==> src/rtl/lwn_pkg.sv <==
package lwn_pkg;
   localparam int NW = 4;
   typedef logic [NW-1:0] wmask_t;
   localparam wmask_t W_X1 = 4'b0001;
   localparam wmask_t W_HALF_CAP = 4'b0111;

   typedef enum logic [1:0] {ST_IDLE, ST_TRY, ST_UP, ST_DOWN} step_st_e;
   typedef enum logic {GR_WAIT, GR_DONE} grp_st_e;

   function automatic wmask_t top_bit(input wmask_t m);
      wmask_t r;
      r = '0;
      for (int i = 0; i < NW; i++)
         if (m[i]) r = wmask_t'(1) << i;
      return r;
   endfunction
endpackage

==> src/rtl/lwn_mask_sel.sv <==
module lwn_mask_sel
   import lwn_pkg::*;
#(
   parameter wmask_t LOCAL_MASK = 4'b1111,
   parameter bit     ALLOW_X8   = 1'b1
) (
   input  wmask_t pmask_i,
   output wmask_t elig_o
);
   wmask_t common;
   assign common = LOCAL_MASK & pmask_i;

   generate
      if (ALLOW_X8) begin : g_full
         assign elig_o = common | W_X1;
      end else begin : g_half
         assign elig_o = (common & W_HALF_CAP) | W_X1;
      end
   endgenerate
endmodule

==> src/rtl/lwn_group.sv <==
module lwn_group
   import lwn_pkg::*;
#(
   parameter int ID_W        = 8,
   parameter bit ALLOW_MERGE = 1'b1
) (
   input  logic            clk,
   input  logic            rst_n,
   input  logic            restart_i,
   input  logic [1:0]      det_i,
   input  logic [1:0]      vld_i,
   input  logic [ID_W-1:0] id0_i,
   input  logic [ID_W-1:0] id1_i,
   output logic            merged_o,
   output logic [1:0]      active_o,
   output logic            start_o
);
   grp_st_e st;
   logic    ready;
   logic    same;

   assign ready = (det_i != 2'b00) && ((vld_i | ~det_i) == 2'b11);

   generate
      if (ALLOW_MERGE) begin : g_merge
         assign same = (det_i == 2'b11) && (vld_i == 2'b11) && (id0_i == id1_i);
      end else begin : g_nomerge
         assign same = 1'b0;
      end
   endgenerate

   always_ff @(posedge clk) begin
      if (!rst_n || restart_i) begin
         st       <= GR_WAIT;
         merged_o <= 1'b0;
         active_o <= 2'b00;
         start_o  <= 1'b0;
      end else begin
         start_o <= 1'b0;
         if (st == GR_WAIT && ready) begin
            st       <= GR_DONE;
            merged_o <= same;
            active_o <= same ? 2'b01 : det_i;
            start_o  <= 1'b1;
         end
      end
   end
endmodule

==> src/rtl/lwn_stepper.sv <==
module lwn_stepper
   import lwn_pkg::*;
#(
   parameter int TMO_W = 8
) (
   input  logic             clk,
   input  logic             rst_n,
   input  logic             abort_i,
   input  logic             start_i,
   input  wmask_t           elig_i,
   input  logic             pass_i,
   input  logic             fail_i,
   input  logic [TMO_W-1:0] tmo_i,
   output wmask_t           width_o,
   output logic             trying_o,
   output logic             trained_o,
   output logic             down_o
);
   step_st_e         st;
   wmask_t           remain;
   wmask_t           rest;
   logic [TMO_W-1:0] cnt;
   logic [TMO_W-1:0] lim;
   logic             expire;

   assign lim    = (tmo_i == '0) ? TMO_W'(1) : tmo_i;
   assign expire = (cnt == lim - TMO_W'(1));
   assign rest   = remain & ~width_o;

   always_ff @(posedge clk) begin
      if (!rst_n || abort_i) begin
         st      <= ST_IDLE;
         remain  <= '0;
         width_o <= '0;
         cnt     <= '0;
      end else begin
         case (st)
            ST_IDLE: begin
               if (start_i) begin
                  remain  <= elig_i;
                  width_o <= top_bit(elig_i);
                  cnt     <= '0;
                  st      <= ST_TRY;
               end
            end
            ST_TRY: begin
               if (pass_i) begin
                  st <= ST_UP;
               end else if (fail_i || expire) begin
                  remain  <= rest;
                  width_o <= top_bit(rest);
                  cnt     <= '0;
                  if (rest == '0) st <= ST_DOWN;
               end else begin
                  cnt <= cnt + TMO_W'(1);
               end
            end
            default: ;
         endcase
      end
   end

   assign trying_o  = (st == ST_TRY);
   assign trained_o = (st == ST_UP);
   assign down_o    = (st == ST_DOWN);
endmodule

==> src/rtl/lwn_ctrl.sv <==
module lwn_ctrl
   import lwn_pkg::*;
#(
   parameter wmask_t LOCAL_MASK  = 4'b1111,
   parameter int     ID_W        = 8,
   parameter int     TMO_W       = 8,
   parameter bit     ALLOW_MERGE = 1'b1
) (
   input  logic             clk,
   input  logic             rst_n,
   input  logic             retrain_i,
   input  logic [1:0]       lane_det_i,
   input  logic [1:0]       id_vld_i,
   input  logic [ID_W-1:0]  id0_i,
   input  logic [ID_W-1:0]  id1_i,
   input  logic [3:0]       pmask0_i,
   input  logic [3:0]       pmask1_i,
   input  logic [TMO_W-1:0] tmo_i,
   input  logic [1:0]       pass_i,
   input  logic [1:0]       fail_i,
   output logic             merged_o,
   output logic [3:0]       width0_o,
   output logic [3:0]       width1_o,
   output logic [1:0]       trying_o,
   output logic [1:0]       trained_o,
   output logic [1:0]       down_o
);
   generate
      if (LOCAL_MASK[0] != 1'b1) begin : g_bad_mask
         $error("lwn_ctrl: LOCAL_MASK must include x1");
      end
      if (TMO_W < 2) begin : g_bad_tmo
         $error("lwn_ctrl: TMO_W must be at least 2");
      end
      if (ID_W < 1) begin : g_bad_id
         $error("lwn_ctrl: ID_W must be at least 1");
      end
   endgenerate

   logic       merged;
   logic [1:0] active;
   logic       start;

   lwn_group #(.ID_W(ID_W), .ALLOW_MERGE(ALLOW_MERGE)) u_group (
      .clk       (clk),
      .rst_n     (rst_n),
      .restart_i (retrain_i),
      .det_i     (lane_det_i),
      .vld_i     (id_vld_i),
      .id0_i     (id0_i),
      .id1_i     (id1_i),
      .merged_o  (merged),
      .active_o  (active),
      .start_o   (start)
   );

   wmask_t pmask [2];
   wmask_t elig_half [2];
   wmask_t elig_full;
   wmask_t elig_link [2];
   wmask_t width [2];

   assign pmask[0] = pmask0_i;
   assign pmask[1] = pmask1_i;

   lwn_mask_sel #(.LOCAL_MASK(LOCAL_MASK), .ALLOW_X8(1'b1)) u_sel_full (
      .pmask_i (pmask[0]),
      .elig_o  (elig_full)
   );

   assign elig_link[0] = merged ? elig_full : elig_half[0];
   assign elig_link[1] = elig_half[1];

   generate
      for (genvar h = 0; h < 2; h++) begin : g_link
         lwn_mask_sel #(.LOCAL_MASK(LOCAL_MASK), .ALLOW_X8(1'b0)) u_sel_half (
            .pmask_i (pmask[h]),
            .elig_o  (elig_half[h])
         );

         lwn_stepper #(.TMO_W(TMO_W)) u_step (
            .clk       (clk),
            .rst_n     (rst_n),
            .abort_i   (retrain_i),
            .start_i   (start && active[h]),
            .elig_i    (elig_link[h]),
            .pass_i    (pass_i[h]),
            .fail_i    (fail_i[h]),
            .tmo_i     (tmo_i),
            .width_o   (width[h]),
            .trying_o  (trying_o[h]),
            .trained_o (trained_o[h]),
            .down_o    (down_o[h])
         );
      end
   endgenerate

   assign merged_o = merged;
   assign width0_o = width[0];
   assign width1_o = width[1];
endmodule

==> config.mk <==
export PLATFORM = sky130hd
export DESIGN_NAME = lwn_ctrl
export DESIGN_NICKNAME = d
export VERILOG_FILES = /design/src/rtl/lwn_pkg.sv /design/src/rtl/lwn_mask_sel.sv /design/src/rtl/lwn_group.sv /design/src/rtl/lwn_stepper.sv /design/src/rtl/lwn_ctrl.sv
export SDC_FILE = /design/constraint.sdc
export NUM_CORES = 1
export LEC_CHECK = 0
export CAP_MARGIN = 20
export CELL_PAD_IN_SITES_DETAIL_PLACEMENT = 0
export CELL_PAD_IN_SITES_GLOBAL_PLACEMENT = 1
export CORE_UTILIZATION = 46
export CTS_CLUSTER_DIAMETER = 40
export CTS_CLUSTER_SIZE = 24
export DETAILED_ROUTE_END_ITERATION = 6
export DONT_BUFFER_PORTS = 1
export GPL_ROUTABILITY_DRIVEN = 0
export PLACE_DENSITY = 0.9
export REMOVE_ABC_BUFFERS = 1
export SLEW_MARGIN = 20
export SYNTH_ARGS = -nofsm -noshare
export SYNTH_HDL_FRONTEND = slang
export SYNTH_SLANG_ARGS = --single-unit
==> constraint.sdc <==
create_clock -name clk -period 4.7 [get_ports clk]
set_clock_uncertainty 0.05 [all_clocks]
set_input_delay 0.705 -clock clk [delete_from_list [all_inputs] [get_ports clk]]
set_output_delay 0.705 -clock clk [all_outputs]
set_load 0.01 [all_outputs]
==> results of run 1 <==
## report_power, final
part           internal (uW)  total [uW]  switching [uW]
clock network            116         222             105
registers                315         317            1.73
logic                   23.8        51.3            27.5
## kinds of logic after synthesis
kind of cell,synth area share
xor gates and xnor gates,0.109
buffers and inverters,0.0642
DFF,0.317
muxes,0.00428
other,0.00160
AOI/OAI and AO/OA,0.202
and+or+nand+nor,0.286
adders and majority gates,0.0161
## routing by layer
metal | track usage | part of all wire
met1 | 0.258 | 0.46
met2 | 0.331 | 0.46
met3 | 0.0549 | 0.066
met4 | 0.0654 | 0.010
met5 | 0 | 0
## cell type report
| class | count | share of cell area |
|---|---|---|
| Inverter | 8 | 0.0125 |
| Timing Repair Buffer | 2 | 0.00625 |
| Sequential cell | 37 | 0.308 |
| Tap cell | 67 | 0.0349 |
| Multi-Input combinational cell | 231 | 0.602 |
| Clock buffer | 7 | 0.0359 |
## worst register-to-register path, stage by stage, from the launching register on
cell and delay, ns:
dfxtp_1 0.35, nor4bb_1 0.89, inv_1 0.13, o21ai_1 0.39, and4_1 0.32, nand3_1 0.10
xor2_1 0.16, nor3_1 0.15
## synth_stat cells, types with 6 or more instances
cell type,count
a211oi_1,7
clkbuf_1,9
nand2_1,17
dfxtp_1,37
xnor2_1,15
inv_1,8
nor2_1,22
nor2b_1,10
a21oi_1,19
xor2_1,14
nor3_1,20
buf_4,10
o21ai_0,20
nand3_1,13
nand4_1,6
## per-stage QoR
| step | setup slack, ns | util | cell area (um2) | instances | hold slack [ns] |
|---|---|---|---|---|---|
| CTS | 0.953 | 0.499 | 2400 | 352 | 0.403 |
| detailed placement | 0.666 | 0.481 | 2320 | 345 | 0.395 |
| floorplan | 1.05 | - | 2220 | 276 | 0.381 |
| finish | 0.905 | 0.499 | 2400 | 352 | 0.401 |
| global route | 0.515 | 0.499 | 2400 | 352 | 0.413 |
| global placement | 0.624 | 0.481 | 2320 | 345 | 0.389 |
## how the worst max path moves through the flow
| stage | depth (start not counted) | to | start |
|---|---|---|---|
| 4_1_cts | 12 | g_link[0].u_step.width_o[2]$_SDFFE_PP0P_ | tmo_i[4] |
| 3_3_place_gp | 12 | g_link[0].u_step.width_o[2]$_SDFFE_PP0P_ | tmo_i[4] |
| 5_1_grt | 12 | g_link[0].u_step.remain[0]$_SDFFE_PP0P_ | tmo_i[4] |
| 2_1_floorplan | 11 | g_link[0].u_step.st[1]$_SDFFE_PP0P_ | tmo_i[4] |
| 6_report | 12 | g_link[0].u_step.width_o[2]$_SDFFE_PP0P_ | tmo_i[4] |
| 3_5_place_dp | 12 | g_link[0].u_step.width_o[2]$_SDFFE_PP0P_ | tmo_i[4] |
## flip-flops by register name, indices dropped and copies added, names as in the netlist
| register | flops |
|---|---|
| g_link.u_step.st | 4 |
| g_link.u_step.width_o | 6 |
| u_group.merged_o | 1 |
| u_group.start_o | 1 |
| g_link.u_step.remain | 6 |
| g_link.u_step.cnt | 16 |
| u_group.active_o | 2 |
| u_group.st | 1 |
==> results.cfg, run 1 <==
[final_layout]
multiInputGateArea_mm2 = 0.00145
final_common_cell = dfxtp_1
fillers = 517
synthToLayoutAreaGrowth_pct = 2.78
finalNetCount = 331
most-common-layout-cells = dfxtp_1 (37), nor2_1 (22), nor3_1 (20), o21ai_0 (20), a21oi_1 (19)
drive_above_1_share = 0.0491
antenna_cells = 0
regArea_um2 = 741

[pwr]
p_leak_uw = 0.000807
power.density_mw_per_mm2 = 246
ir_drop_mv = 0.184
power_uw = 590

[global_route]
grt_max_degree = 31
grt_usage = 0.202
antenna_found_initial = 0
grt-ovfl-total = 0
grt_pass1_vias = 1905
grt_pass1_wl_mm = 8.38

[route]
wirelength_mm = 5.06
post_drt_wl_per_cell_um = 14.4
drc = 0
ant_nets = 0
num_vias = 2054
via_per_inst = 5.84
drt_iter0_drc = 90
drt_pre_antenna_iters = 4

[clocking]
cts_tree = built
post_cts_resized = 0
clk_pin_slew_ns = 0.07
cts_buffers = 5
clock-sinks = 37
cts_htree_levels = 2
cts_hold_buffers = 0
cts_root_buf = clkbuf_8
cts_buffer_depth = 2
clkLatencyLatePin_ns = 0.28
post_cts_buffers = 0

[setup_path]
crit_fanout = 9
cp_cell_sequence = nor3_1 > and3_1 > nor2_1 > ha_1 > xnor2_1 > a2111oi_0 > nand4_1 > nor4_1 > buf_4 > a211oi_2 > nor2_1 > a211oi_1
timing.rr.end = g_link[0].u_step.cnt[5]$_SDFFE_PP0P_
timing.rr.start = g_link[0].u_step.st[0]$_SDFFE_PP0P_
crit_slowest_cell = nor3_1
crit_type = input pin to flop
end_kind = flop
path_buf_inv = 1
critPathLaunchType = input pin
r2r_cells = 7
cp_top_family = simple AND/OR/NAND/NOR gates
slowest_delay_ns = 0.53
critPathMostFrequentCell = nor2_1
worst_ep_arrival_time_ns = 3.89
r2r_slack_ns = 2.08
worst_ep_required_time_ns = 4.79

[logic_synthesis]
ys.warnings.count = 0
yosysTopAreaCell = dfxtp_1
syn_inst = 296
synthTopCellsByArea = dfxtp_1 (32%), xnor2_1 (5.6%), xor2_1 (5.2%)
synthesis.area_mm2 = 0.00234
synth_cell_type_count = 53
yosysSeqAreaShare = 0.317
synth_ff_type = dfxtp_1
async_reset_ff_frac = 0
postSynthAreaPerCell_um2 = 7.90
synth-seq-cells = 37
synth_edf_count = 0
synth_top_area_frac = 0.317

[min_path]
min_from = u_group.active_o[0]$_SDFFE_PP0P_
hp-class = flop to flop
min_path_cells = 2
hold_end = u_group.active_o[0]$_SDFFE_PP0P_

[sta]
slew_headroom = 0.301
slew_violations = 0
fmax_mhz = 264
final-setup-viol-count = 0
fin_setup_tns_ns = 0
tightestPinTransition_ns = 1.03
min_period_over_period = 0.807
hold_violations = 0
min_period_ns = 3.80
rsz0062_at_grt = no

[floorplan]
core_area_mm2 = 0.00482
die-area_mm2 = 0.00537
die_x_um = 73.3
die_h_um = 73.3
start_util = 0.485
num_rows = 25
io_pins = 58

[job]
cap_viol_max_count = 0

[run_status]
status = finished clean

[placement]
hpwl_mm = 3.80
portBuffers = 0
Note: power is estimated with default switching activity, not from simulation.
==> inputs of run 2 (changes only) <==
--- a/config.mk
+++ b/config.mk
@@ -8,13 +8,13 @@
 export CAP_MARGIN = 20
 export CELL_PAD_IN_SITES_DETAIL_PLACEMENT = 0
 export CELL_PAD_IN_SITES_GLOBAL_PLACEMENT = 1
-export CORE_UTILIZATION = 46
+export CORE_UTILIZATION = 41
 export CTS_CLUSTER_DIAMETER = 40
 export CTS_CLUSTER_SIZE = 24
 export DETAILED_ROUTE_END_ITERATION = 6
 export DONT_BUFFER_PORTS = 1
 export GPL_ROUTABILITY_DRIVEN = 0
-export PLACE_DENSITY = 0.9
+export PLACE_DENSITY = 0.86
 export REMOVE_ABC_BUFFERS = 1
 export SLEW_MARGIN = 20
 export SYNTH_ARGS = -nofsm -noshare
==> constraint.sdc (replaced) <==
create_clock -name clk -period 3.45 [get_ports clk]
set_clock_uncertainty 0.05 [all_clocks]
set_input_delay 0.5175 -clock clk [delete_from_list [all_inputs] [get_ports clk]]
set_output_delay 0.5175 -clock clk [all_outputs]
set_load 0.01 [all_outputs]
==> run 2 against run 1 <==
Sequential share of layout area down 0.86 points. Register-to-register slack worse by 1.0 ns. Final cell count up 3.7%. Critical path depth up 1. Sequential power up 36%. Critical path type unchanged.
==> results.cfg, run 2 (synthesis results as in run 1) <==
[setup_path]
timing.rr.end = g_link[0].u_step.st[1]$_SDFFE_PP0P_
worst_ep_required_time_ns = 3.59
r2r_cells = 8
r2r_slack_ns = 1.05
crit_type = input pin to flop
crit_fanout = 9
worst_ep_arrival_time_ns = 3.33
critPathLaunchType = input pin
timing.rr.start = g_link[0].u_step.cnt[0]$_SDFFE_PP0P_
end_kind = flop

[clocking]
cts_tree = built
cts_hold_buffers = 0
cts_buffers = 5
post_cts_resized = 0
cts_htree_levels = 2
clock-sinks = 37
cts_buffer_depth = 2
clkLatencyLatePin_ns = 0.28
clk_pin_slew_ns = 0.07
post_cts_buffers = 0
cts_root_buf = clkbuf_8

[final_layout]
drive_above_1_share = 0.0785
regArea_um2 = 741
fin_area_mm2 = 0.00247
largest_register = g_link.u_step.cnt
final_common_cell = dfxtp_1
multiInputGateArea_mm2 = 0.00145
largest_reg_flops = 16
fin_util = 0.449
synthToLayoutAreaGrowth_pct = 5.73
reg_top3 = g_link.u_step.cnt: 16 flops, g_link.u_step.remain: 6 flops, g_link.u_step.width_o: 6 flops
most-common-layout-cells = dfxtp_1 (37), nor2_1 (22), nor3_1 (20), o21ai_0 (20), a21oi_1 (19)
fillers = 552
antenna_cells = 0
finalNetCount = 339

[pwr]
power_frac_comb = 0.089
ir_drop_mv = 0.195
p_sw_uw = 187
power_uw = 809
p_leak_uw = 0.000851
p_int_uw = 621
seqPwrFrac = 0.534
power_frac_clock = 0.377
switching_share = 0.232
power.density_mw_per_mm2 = 327

[route]
via_per_inst = 5.64
num_vias = 2060
drt_iter0_drc = 95
post_drt_wl_per_cell_um = 14.1
drt_pre_antenna_iters = 5
ant_nets = 0
drc = 0
wirelength_mm = 5.15

[floorplan]
core_area_mm2 = 0.00551
die_h_um = 77.5
start_util = 0.424
io_pins = 58
die_x_um = 77.5
num_rows = 27
die-area_mm2 = 0.00601

[global_route]
grt_pass1_wl_mm = 8.80
grtUsageMet2 = 0.287
antenna_found_initial = 0
busiest_layer = met2
grtUsageMet3 = 0.0459
grt_pass1_vias = 1951
gr-usage-met1 = 0.240
grt_usage = 0.180
grt-ovfl-total = 0
grt_max_degree = 31

[sta]
slew_violations = 0
min_period_ns = 3.19
fmax_mhz = 314
fin_setup_tns_ns = 0
rsz0062_at_grt = no
tightestPinTransition_ns = 0.625
min_period_over_period = 0.924
holdWs_ns = 0.268
hold_violations = 0
slew_headroom = 0.583
final-setup-viol-count = 0

[placement]
portBuffers = 0
hpwl_mm = 3.91
dpl_cell_area_mm2 = 0.00238

[job]
cap_viol_max_count = 0

[min_path]
min_from = pass_i[1]
hold_end = g_link[1].u_step.st[0]$_SDFFE_PP0P_
hp-class = input pin to flop
min_path_cells = 1

[run_status]
status = finished clean
-- run 2: routing by layer --
metal  vias up  routed length, um  part of all wire
met5         -                  0                 0
met4         0                 52             0.010
met3         4                293             0.057
met2        64               2260              0.44
met1       924               2540              0.49
li1       1068                  -                 -
-- run 2: worst max-delay path by stage --
stage | start | endpoint
after floorplan | tmo_i[4] | g_link[0].u_step.st[1]$_SDFFE_PP0P_
after global placement | tmo_i[1] | g_link[0].u_step.width_o[1]$_SDFFE_PP0P_
after detailed placement | tmo_i[7] | g_link[0].u_step.width_o[1]$_SDFFE_PP0P_
after CTS | tmo_i[7] | g_link[0].u_step.width_o[1]$_SDFFE_PP0P_
after global routing | tmo_i[7] | g_link[0].u_step.width_o[1]$_SDFFE_PP0P_
final | tmo_i[7] | g_link[0].u_step.width_o[1]$_SDFFE_PP0P_
-- run 2: per-stage QoR --
step	cells	setup WS [ns]
after floorplan	276	-0.0147
after global placement	358	0.0140
after detailed placement	358	0.0198
after CTS	365	0.299
after global routing	365	0.0625
final	365	0.261
-- run 2: power groups by stage --
stage / registers (uW) / clock network [uW] / logic, uW
final: 432 / 305 / 71.8
after global routing: 432 / 332 / 81.1
after CTS: 432 / 314 / 72.0
after detailed placement: 442 / 0 / 71.7
after global placement: 442 / 0 / 71.1
after floorplan: 441 / 0 / 57.5
-- run 2: area by class of cell --
class | count | share of cell area
Clock buffer | 7 | 0.0349
Timing Repair Buffer | 10 | 0.0304
Multi-Input combinational cell | 231 | 0.586
Tap cell | 72 | 0.0365
Inverter | 8 | 0.0122
Sequential cell | 37 | 0.300
-- run 2: critical path: stages --
cell,delay [ns]
inv_1,0.06
and3_1,0.17
nor2_1,0.09
ha_1,0.21
or4b_1,0.51
or4_1,0.42
nand4_1,0.09
nor4_1,0.06
buf_4,0.15
a211oi_2,0.54
nor2_1,0.14
buf_4,0.18
a211oi_1,0.18
==> inputs of run 3 (changes only) <==
--- a/config.mk
+++ b/config.mk
@@ -5,16 +5,18 @@
 export SDC_FILE = /design/constraint.sdc
 export NUM_CORES = 1
 export LEC_CHECK = 0
+export ABC_AREA = 1
 export CAP_MARGIN = 20
 export CELL_PAD_IN_SITES_DETAIL_PLACEMENT = 0
 export CELL_PAD_IN_SITES_GLOBAL_PLACEMENT = 1
-export CORE_UTILIZATION = 41
+export CORE_ASPECT_RATIO = 1.2
+export CORE_UTILIZATION = 40
 export CTS_CLUSTER_DIAMETER = 40
 export CTS_CLUSTER_SIZE = 24
 export DETAILED_ROUTE_END_ITERATION = 6
 export DONT_BUFFER_PORTS = 1
 export GPL_ROUTABILITY_DRIVEN = 0
-export PLACE_DENSITY = 0.86
+export PLACE_DENSITY = 0.87
 export REMOVE_ABC_BUFFERS = 1
 export SLEW_MARGIN = 20
 export SYNTH_ARGS = -nofsm -noshare
==> run 3 against run 2 <==
Clock power increased by 26%. Clock-buffer cell count fell by 2. Global-route usage down 2.0 points.
==> results.cfg, run 3 <==
[setup_path]
cp_cell_sequence = inv_1 > nand2_2 > nor2_1 > nand2_2 > nand2_4 > inv_4 > ha_1 > inv_1 > nand2_1 > nand2_1 > nand2_1 > nand2_1 > nand2_1 > nor2_1 > nand3_1 > nor2_1 > nand3_1 > nand3_2 > nand2_4 > inv_4 > nand2_1 > a21oi_2
cp_top_family = simple AND/OR/NAND/NOR gates
r2r_cells = 10
timing.rr.end = g_link[1].u_step.cnt[6]$_SDFFE_PP0P_
slowest_delay_ns = 0.29
worst_ep_required_time_ns = 3.63
crit_type = input pin to flop
crit_slowest_cell = ha_1
critPathLaunchType = input pin
path_buf_inv = 4
crit_fanout = 9
critPathMostFrequentCell = nand2_1
worst_ep_arrival_time_ns = 2.73
timing.rr.start = g_link[1].u_step.st[0]$_SDFFE_PP0P_
end_kind = flop
r2r_slack_ns = 1.30

[placement]
dpl_cell_area_mm2 = 0.00246
hpwl_mm = 3.84
portBuffers = 0

[route]
num_vias = 2133
wirelength_mm = 4.82
drt_iter0_drc = 56
post_drt_wl_per_cell_um = 10.9
drc = 0
drt_pre_antenna_iters = 4
via_per_inst = 4.84
ant_nets = 0

[logic_synthesis]
ys.warnings.count = 0
synthTopCellsByArea = dfxtp_1 (30%), nand2_1 (12%), nor2_1 (8.4%)
synth_edf_count = 0
yosysSeqAreaShare = 0.303
synth-seq-cells = 37
postSynthAreaPerCell_um2 = 6.71
yosys-top-cells-count = nand2_1 (76), nor2_1 (55), inv_1 (46)
synth.most_common_cell = nand2_1
synthesis.area_mm2 = 0.00245
async_reset_ff_frac = 0
synth_cell_type_count = 35
synth_top_area_frac = 0.303
synth_ff_type = dfxtp_1
syn_inst = 365
yosysTopAreaCell = dfxtp_1

[global_route]
grt_pass1_vias = 1886
grt_usage = 0.161
grt_max_degree = 16
grt_pass1_wl_mm = 7.96
antenna_found_initial = 0
grt-ovfl-total = 0

[sta]
hold_violations = 0
min_period_ns = 2.55
slew_violations = 0
rsz0062_at_grt = no
final-setup-viol-count = 0
min_period_over_period = 0.740
fmax_mhz = 392
tightestPinTransition_ns = 0.694
slew_headroom = 0.533
fin_setup_tns_ns = 0

[pwr]
power.density_mw_per_mm2 = 349
power_uw = 901
ir_drop_mv = 0.322
p_leak_uw = 0.00105

[min_path]
min_path_cells = 1
min_from = pass_i[1]
hp-class = input pin to flop
hold_end = g_link[1].u_step.st[0]$_SDFFE_PP0P_

[final_layout]
largest_reg_flops = 16
final_common_cell = nand2_1
fin_area_mm2 = 0.00258
most-common-layout-cells = nand2_1 (76), nor2_1 (55), inv_1 (46)
antenna_cells = 0
largest_register = g_link.u_step.cnt
reg_top3 = g_link.u_step.cnt: 16 flops, g_link.u_step.remain: 6 flops, g_link.u_step.width_o: 6 flops
finalNetCount = 406
drive_above_1_share = 0.111
synthToLayoutAreaGrowth_pct = 5.37

[clocking]
clkLatencyLatePin_ns = 0.29
cts_buffers = 5
post_cts_resized = 0
post_cts_buffers = 0
cts_htree_levels = 2
clock-sinks = 37
cts_buffer_depth = 2
clk_pin_slew_ns = 0.08
cts_hold_buffers = 0
cts_root_buf = clkbuf_8
cts_tree = built

[floorplan]
die_h_um = 87.7
start_util = 0.423
core_area_mm2 = 0.00578
die-area_mm2 = 0.00644
num_rows = 30
die_x_um = 73.4
io_pins = 58

[run_status]
status = finished clean

[job]
cap_viol_max_count = 0
run 3: metal layers:
metal	global-route usage	up-vias	part of all wire	wire length, um
met2	0.276	61	0.48	2330
li1	-	1142	-	-
met5	0	-	0	0
met1	0.186	924	0.44	2130
met4	0.0664	0	0.016	76
met3	0.0472	6	0.059	284
run 3: power breakdown:
group          switching (uW)  internal, uW  total, uW
clock network             167           216        384
registers                2.39           430        432
logic                    52.9          32.2       85.1
run 3: final cells by class:
| cell class | count | area (um2) |
|---|---|---|
| Fill cell | 632 | 3200 |
| Multi-Input combinational cell | 263 | 1420 |
| Sequential cell | 37 | 741 |
| Inverter | 52 | 200 |
| Tap cell | 80 | 100 |
| Clock buffer | 5 | 68.8 |
| Clock inverter | 3 | 46.3 |
| Timing Repair Buffer | 1 | 7.51 |
run 3: how the worst max path moves through the flow:
| stage | slack (ns) | endpoint | startpoint | cells after the start |
|---|---|---|---|---|
| 4_1_cts | 0.90 | g_link[0].u_step.width_o[0]$_SDFFE_PP0P_ | tmo_i[1] | 22 |
| 3_5_place_dp | 0.58 | g_link[0].u_step.remain[0]$_SDFFE_PP0P_ | tmo_i[1] | 21 |
| 5_1_grt | 0.69 | g_link[0].u_step.remain[0]$_SDFFE_PP0P_ | tmo_i[1] | 21 |
| 6_report | 0.90 | g_link[0].u_step.width_o[0]$_SDFFE_PP0P_ | tmo_i[1] | 22 |
| 3_3_place_gp | 0.60 | g_link[0].u_step.width_o[0]$_SDFFE_PP0P_ | tmo_i[1] | 22 |
| 2_1_floorplan | 0.95 | g_link[1].u_step.cnt[0]$_SDFFE_PP0P_ | tmo_i[4] | 20 |
run 3: worst reg2reg max path, stage by stage, from the launching register on:
cell     delay (ns)
dfxtp_1        0.39
inv_1          0.11
nor2_4         0.24
inv_1          0.11
or2_1          0.23
nand2_1        0.34
nand4_1        0.21
nor2_1         0.13
nand2_1        0.07
xor2_1         0.14
nor2_1         0.09
run 3: cells by family after synthesis:
kind of cell | synth area share
simple gates | 0.391
buf+inv | 0.119
flops | 0.303
compound gates | 0.0736
xor+xnor | 0.0966
fa+ha+maj | 0.0153
other cells | 0.00153
run 3: per-stage QoR:
stage	hold slack [ns]	setup slack, ns	util	instances
global placement	0.397	0.601	0.426	433
global route	0.291	0.686	0.446	441
floorplan	0.382	0.946	-	352
finish	0.282	0.897	0.446	441
detailed placement	0.397	0.585	0.426	433
CTS	0.269	0.900	0.446	441
